[src/rtl/lic_pkg.sv]
package lic_pkg;
  localparam int NUM_SRC    = 12;
  localparam int LVL_W      = 2;
  localparam int NUM_LVL    = 1 << LVL_W;
  localparam int SRC_W      = $clog2(NUM_SRC);
  localparam int VEC_W      = 16;
  localparam int SERIAL_SRC = 4;

  // sources allowed to end power-down: 0,2,5,7,8,9,10
  localparam logic [NUM_SRC-1:0] WAKE_MASK = 12'b0111_1010_0101;

  function automatic logic [VEC_W-1:0] vector_of(input logic [SRC_W-1:0] s);
    logic [VEC_W-1:0] v;
    case (s)
      4'd9:    v = 16'h0053;
      4'd10:   v = 16'h0063;
      4'd11:   v = 16'h0073;
      default: v = 16'h0003 + (VEC_W'(s) << 3);
    endcase
    return v;
  endfunction

  // source index holding tie-break position p (0 = first)
  function automatic logic [SRC_W-1:0] src_at_rank(input int p);
    logic [SRC_W-1:0] s;
    case (p)
      0:       s = 4'd0;
      1:       s = 4'd5;
      2:       s = 4'd9;
      3:       s = 4'd1;
      4:       s = 4'd6;
      5:       s = 4'd2;
      6:       s = 4'd7;
      7:       s = 4'd10;
      8:       s = 4'd3;
      9:       s = 4'd8;
      10:      s = 4'd4;
      default: s = 4'd11;
    endcase
    return s;
  endfunction
endpackage

[src/rtl/lic_src_level.sv]
module lic_src_level
  import lic_pkg::*;
(
  input  logic [NUM_SRC-1:0] req_i,
  input  logic [NUM_SRC-1:0] en_i,
  input  logic               glob_en_i,
  input  logic [NUM_SRC-1:0] prio_hi_i,
  input  logic [NUM_SRC-1:0] prio_lo_i,
  output logic [NUM_LVL-1:0][NUM_SRC-1:0] lvl_mask_o
);
  for (genvar s = 0; s < NUM_SRC; s++) begin : g_src
    logic             pend;
    logic [LVL_W-1:0] lvl;
    assign pend = req_i[s] & en_i[s] & glob_en_i;
    assign lvl  = {prio_hi_i[s], prio_lo_i[s]};
    for (genvar l = 0; l < NUM_LVL; l++) begin : g_lvl
      assign lvl_mask_o[l][s] = pend && (lvl == LVL_W'(l));
    end
  end
endmodule

[src/rtl/lic_rank_pick.sv]
module lic_rank_pick
  import lic_pkg::*;
(
  input  logic [NUM_SRC-1:0] mask_i,
  output logic               found_o,
  output logic [SRC_W-1:0]   src_o
);
  always_comb begin
    found_o = 1'b0;
    src_o   = '0;
    for (int p = NUM_SRC - 1; p >= 0; p--) begin
      if (mask_i[src_at_rank(p)]) begin
        found_o = 1'b1;
        src_o   = src_at_rank(p);
      end
    end
  end
endmodule

[src/rtl/lic_level_arb.sv]
module lic_level_arb
  import lic_pkg::*;
(
  input  logic [NUM_LVL-1:0][NUM_SRC-1:0] lvl_mask_i,
  input  logic                            any_active_i,
  input  logic [LVL_W-1:0]                top_lvl_i,
  output logic                            win_valid_o,
  output logic [SRC_W-1:0]                win_src_o,
  output logic [LVL_W-1:0]                win_lvl_o
);
  logic [NUM_LVL-1:0]            elig;
  logic [NUM_LVL-1:0][SRC_W-1:0] pick;

  for (genvar l = 0; l < NUM_LVL; l++) begin : g_lvl
    logic found;
    lic_rank_pick u_pick (
      .mask_i  (lvl_mask_i[l]),
      .found_o (found),
      .src_o   (pick[l])
    );
    assign elig[l] = found & (~any_active_i | (LVL_W'(l) > top_lvl_i));
  end

  always_comb begin
    win_valid_o = 1'b0;
    win_src_o   = '0;
    win_lvl_o   = '0;
    for (int l = 0; l < NUM_LVL; l++) begin
      if (elig[l]) begin
        win_valid_o = 1'b1;
        win_src_o   = pick[l];
        win_lvl_o   = LVL_W'(l);
      end
    end
  end
endmodule

[src/rtl/lic_inservice.sv]
module lic_inservice
  import lic_pkg::*;
(
  input  logic               clk,
  input  logic               rst_n,
  input  logic               set_i,
  input  logic [LVL_W-1:0]   set_lvl_i,
  input  logic               reti_i,
  output logic [NUM_LVL-1:0] active_o,
  output logic               any_active_o,
  output logic [LVL_W-1:0]   top_lvl_o
);
  logic [NUM_LVL-1:0] act_q;
  logic [NUM_LVL-1:0] clr_mask;
  logic [NUM_LVL-1:0] set_mask;

  always_comb begin
    top_lvl_o = '0;
    for (int l = 0; l < NUM_LVL; l++)
      if (act_q[l]) top_lvl_o = LVL_W'(l);
  end

  assign any_active_o = |act_q;
  assign clr_mask = (reti_i && any_active_o) ? (NUM_LVL'(1) << top_lvl_o) : '0;
  assign set_mask = set_i ? (NUM_LVL'(1) << set_lvl_i) : '0;

  always_ff @(posedge clk) begin
    if (!rst_n) act_q <= '0;
    else        act_q <= (act_q & ~clr_mask) | set_mask;
  end

  assign active_o = act_q;
endmodule

[src/rtl/lvl4_irq_ctrl.sv]
module lvl4_irq_ctrl
  import lic_pkg::*;
(
  input  logic               clk,
  input  logic               rst_n,
  input  logic [NUM_SRC-1:0] flag_i,
  input  logic               ser_tx_i,
  input  logic               ser_rx_i,
  input  logic [NUM_SRC-1:0] en_i,
  input  logic               glob_en_i,
  input  logic [NUM_SRC-1:0] prio_hi_i,
  input  logic [NUM_SRC-1:0] prio_lo_i,
  output logic               irq_valid_o,
  input  logic               irq_ready_i,
  output logic [SRC_W-1:0]   irq_src_o,
  output logic [LVL_W-1:0]   irq_lvl_o,
  output logic [VEC_W-1:0]   irq_vec_o,
  output logic [NUM_SRC-1:0] ack_o,
  input  logic               reti_i,
  output logic [NUM_LVL-1:0] active_o,
  output logic               wake_o
);
  logic [NUM_SRC-1:0]              req_eff;
  logic [NUM_LVL-1:0][NUM_SRC-1:0] lvl_mask;
  logic                            any_active;
  logic [LVL_W-1:0]                top_lvl;
  logic                            win_valid;
  logic [SRC_W-1:0]                win_src;
  logic [LVL_W-1:0]                win_lvl;
  logic                            valid_q;
  logic [SRC_W-1:0]                src_q;
  logic [LVL_W-1:0]                lvl_q;
  logic                            fire;

  always_comb begin
    req_eff             = flag_i;
    req_eff[SERIAL_SRC] = ser_tx_i | ser_rx_i;
  end

  assign wake_o = |(req_eff & en_i & WAKE_MASK);

  lic_src_level u_lvl (
    .req_i      (req_eff),
    .en_i       (en_i),
    .glob_en_i  (glob_en_i),
    .prio_hi_i  (prio_hi_i),
    .prio_lo_i  (prio_lo_i),
    .lvl_mask_o (lvl_mask)
  );

  lic_level_arb u_arb (
    .lvl_mask_i   (lvl_mask),
    .any_active_i (any_active),
    .top_lvl_i    (top_lvl),
    .win_valid_o  (win_valid),
    .win_src_o    (win_src),
    .win_lvl_o    (win_lvl)
  );

  assign fire = valid_q & irq_ready_i;

  // offer register: load only when empty, drop for a cycle after transfer
  always_ff @(posedge clk) begin
    if (!rst_n) begin
      valid_q <= 1'b0;
      src_q   <= '0;
      lvl_q   <= '0;
    end else if (fire) begin
      valid_q <= 1'b0;
    end else if (!valid_q) begin
      valid_q <= win_valid;
      src_q   <= win_src;
      lvl_q   <= win_lvl;
    end
  end

  lic_inservice u_isr (
    .clk          (clk),
    .rst_n        (rst_n),
    .set_i        (fire),
    .set_lvl_i    (lvl_q),
    .reti_i       (reti_i),
    .active_o     (active_o),
    .any_active_o (any_active),
    .top_lvl_o    (top_lvl)
  );

  assign irq_valid_o = valid_q;
  assign irq_src_o   = src_q;
  assign irq_lvl_o   = lvl_q;
  assign irq_vec_o   = vector_of(src_q);
  assign ack_o       = fire ? (NUM_SRC'(1) << src_q) : '0;
endmodule

[config.mk]
export PLATFORM = sky130hd
export DESIGN_NAME = lvl4_irq_ctrl
export DESIGN_NICKNAME = d
export VERILOG_FILES = /design/src/rtl/lic_pkg.sv /design/src/rtl/lic_src_level.sv /design/src/rtl/lic_rank_pick.sv /design/src/rtl/lic_level_arb.sv /design/src/rtl/lic_inservice.sv /design/src/rtl/lvl4_irq_ctrl.sv
export SDC_FILE = /design/constraint.sdc
export NUM_CORES = 1
export LEC_CHECK = 0
export BUFFER_PORTS_ARGS = -buffer_cell sky130_fd_sc_hd__buf_2
export CORE_ASPECT_RATIO = 1.2
export CORE_UTILIZATION = 52
export DETAILED_ROUTE_END_ITERATION = 16
export PLACE_DENSITY = 0.87
export SYNTH_ARGS = -nofsm -noshare
export SYNTH_HDL_FRONTEND = slang
export SYNTH_SLANG_ARGS = --single-unit
[constraint.sdc]
create_clock -name clk -period 6.05 [get_ports clk]
set_input_delay 1.21 -clock clk [delete_from_list [all_inputs] [get_ports clk]]
set_output_delay 1.21 -clock clk [all_outputs]
set_load 0.01 [all_outputs]
==> impl_summary.txt <==
----------------------------------------------------
[Status]
  Status ... finished, final reports clean

[Floorplan]
  Standard-cell row count ... 25
  Die height ... 71.9 um
  Floorplan core area ... 3910 um^2
  Full die area ... 4330 um^2
  Starting density of the core ... 0.542
  Die boundary width ... 60.3 um
  Top Ports ... 95

[STA]
  Number of pins with negative max-slew slack in the final report ... 0
  Setup violations, final ... 0
  PnR worst setup slack ... 2.68 ns
  Period Utilization, post-route ... 0.558
  Accumulated negative setup slack ... 0 ns
  Max Freq ... 296 MHz
  Final worst hold slack ... 0.554 ns
  Setup repair after global routing missed its margin ... no
  Hold violation count in the final report ... 0
  Shortest clock period the worst path allows after layout ... 3.37 ns
  Setup clock skew after layout ... 0.00231 ns

[Clock tree]
  Cells resized by post-CTS repair ... 0
  Number of sinks driven by the clock tree ... 11
  Setup Buffers After CTS ... 0
  CTS tree ... yes
  Buffer levels on the longest clock path ... 2
  Clock Latency Late Sink ... 0.25 ns
  Reg clk slew, reported paths ... 0.05 ns
  Number of buffers inserted for hold repair after clock tree synthesis ... 0
  H-tree depth reported by CTS ... 1
  Num CTS Buffers ... 3
  Clock Tree Root ... clkbuf_8

[Global routing]
  First-pass GRT wire length ... 10,400 um
  Number of global-route vias before repair ... 2,336
  GR Util All Layers ... 0.312
  Number of antenna violations at the first check in global routing ... 0
  Pin count of the biggest net entering global routing ... 32
  Overflow left after global routing ... 0

[Yosys]
  Number of synthesized flops with an enable pin ... 0
  Part of the Yosys area used for sequential elements ... 0.104
  YS warnings ... 0
  Synthesized area ... 2120 um^2
  Post-synthesis register bit count ... 11
  Instance count of the mapped netlist ... 291
  Top FF cell, synth ... dfxtp_1
  Async set-or-reset flop fraction in the synthesized netlist ... 0
  Post-synthesis average cell area ... 7.28 um^2
  Number of different library cells in the post-synthesis netlist ... 73

[Drt]
  Pre-Repair DR Iteration Count ... 5
  DRT Wirelength ... 6590 um
  Residual DRC ... 0
  Ratio of routed vias to standard cells ... 6.41
  Number of design-rule violations left by the first detailed-router iteration ... 198
  Vias after detailed routing ... 2,678
  Number of routed nets with antenna violations ... 0
  WL per Instance ... 15.8 um

[Hold path]
  Hold Path Depth ... 2
  Class of the most critical hold timing path ... flop to flop

[Placed design]
  Final Wtd Congestion ... 0.986
  Pre-CTS setup slack ... 2.47 ns
  Hpwl dp ... 5470 um
  Port buffer count ... 81

[Final layout]
  Most common cell after layout, fill and taps aside ... buf_2
  Net total in the final layout ... 420
  Number of diodes added for antenna fixing ... 0
  Most frequent cells in the layout ... 81 x buf_2, 34 x nor2_1, 25 x nand2_1, 14 x inv_1, 12 x conb_1
  Growth of design area from synthesis to finish ... 18.7%
  Fraction of final layout cells with drive strength greater than 1 ... 0.299

[Pwr]
  Largest voltage drop on the vdd net ... 0.0615 mV
  Total power divided by cell area ... 130 nW/um^2
  Leakage power ... 1.14 nW

[Setup path]
  Critical path fanouts, max ... 7
  Critical path capture point type ... output pin
  Type of the setup path with the least slack ... input port to output pin
  Endpoint arrival time on the critical path ... 2.16 ns
  Cells on worst reg2reg path ... 5
  Critical Path RT ... 4.84 ns
  Critical Path Start Type ... input port
  Register-to-register setup slack ... 4.05 ns

[Run]
  Max-cap violations ... 0

----------------------------------------------------
==> cell type report <==
| type | instances | area, um^2 |
|---|---|---|
| flip-flops and latches | 11 | 220 |
| inverters | 14 | 52.6 |
| clock buffers | 4 | 45.0 |
| well taps | 54 | 67.6 |
| repair buffers | 81 | 405 |
| multi-input cells | 254 | 1720 |
| fillers | 382 | 1400 |
==> cells in the mapped netlist, drive strengths merged (5+ instances only) <==
cell	instances	area (um^2)
a22oi	7	57.6
a21oi	12	63.8
nand4	13	93.8
nand4b	7	73.8
o21ai	12	60.1
and2	6	37.5
and4	6	52.6
buf	16	135
nor2b	5	31.3
o211ai	5	37.5
and4b	9	93.8
inv	14	52.6
nand3	5	25.0
nand2	25	93.8
dfxtp	11	220
or2	6	37.5
o21bai	5	48.8
nor3	9	61.3
a21boi	5	37.5
clkbuf	6	23.8
or3	5	31.3
o22ai	8	62.6
nor2	34	128
a21o	5	37.5
==> power by group <==
| group | total [W] | internal (W) | switching, W |
|---|---|---|---|
| registers | 0.0000931 | 0.0000802 | 0.0000129 |
| clock network | 0.0000753 | 0.0000463 | 0.0000289 |
| logic | 0.000158 | 0.0000669 | 0.0000908 |
| total | 0.000326 | 0.000193 | 0.000133 |
==> kinds of logic after synthesis <==
kind of cell / count (synthesis) / synth area share
flops: 11 / 0.104
mux: 1 / 0.00532
compound gates: 96 / 0.375
other cells: 2 / 0.00355
buf+inv: 36 / 0.0998
simple gates: 145 / 0.412
==> registers in the layout, indices dropped and copies added, names as in the netlist <==
register and count:
u_isr.active_o 4, irq_src_o 4, irq_lvl_o 2, irq_valid_o 1
==> metrics by stage <==
stage / power [W] / util / std cells / area [um^2]
4_1_cts: 0.000325 / 0.643 / 418 / 2510
5_1_grt: 0.000347 / 0.643 / 418 / 2510
6_report: 0.000326 / 0.643 / 418 / 2510
2_1_floorplan: 0.000199 / - / 301 / 2160
3_3_place_gp: 0.000245 / 0.632 / 414 / 2470
3_5_place_dp: 0.000248 / 0.632 / 414 / 2470
==> critical path, stage by stage <==
cell and delay, ns:
buf_2 0.08, nand2_1 0.16, or3_1 0.41, nor3_1 0.15, buf_2 0.15
==> worst paths after layout <==
check                                         end               from
worst min register to register  u_isr.active_o[2]       irq_lvl_o[1]
worst min-delay path            u_isr.active_o[2]       irq_lvl_o[1]
worst max register to register       irq_src_o[3]  u_isr.active_o[3]
worst max-delay path                     ack_o[0]        irq_ready_i
==> layer usage <==
layer  GRT usage  routed length [um]  up-vias
met2       0.520                3130      178
met4       0.238                 433        0
met1       0.356                2500     1211
met3      0.0303                 532       41
met5           0                   0        -
li1            -                   -     1248
(Power assumes the default switching activity.)
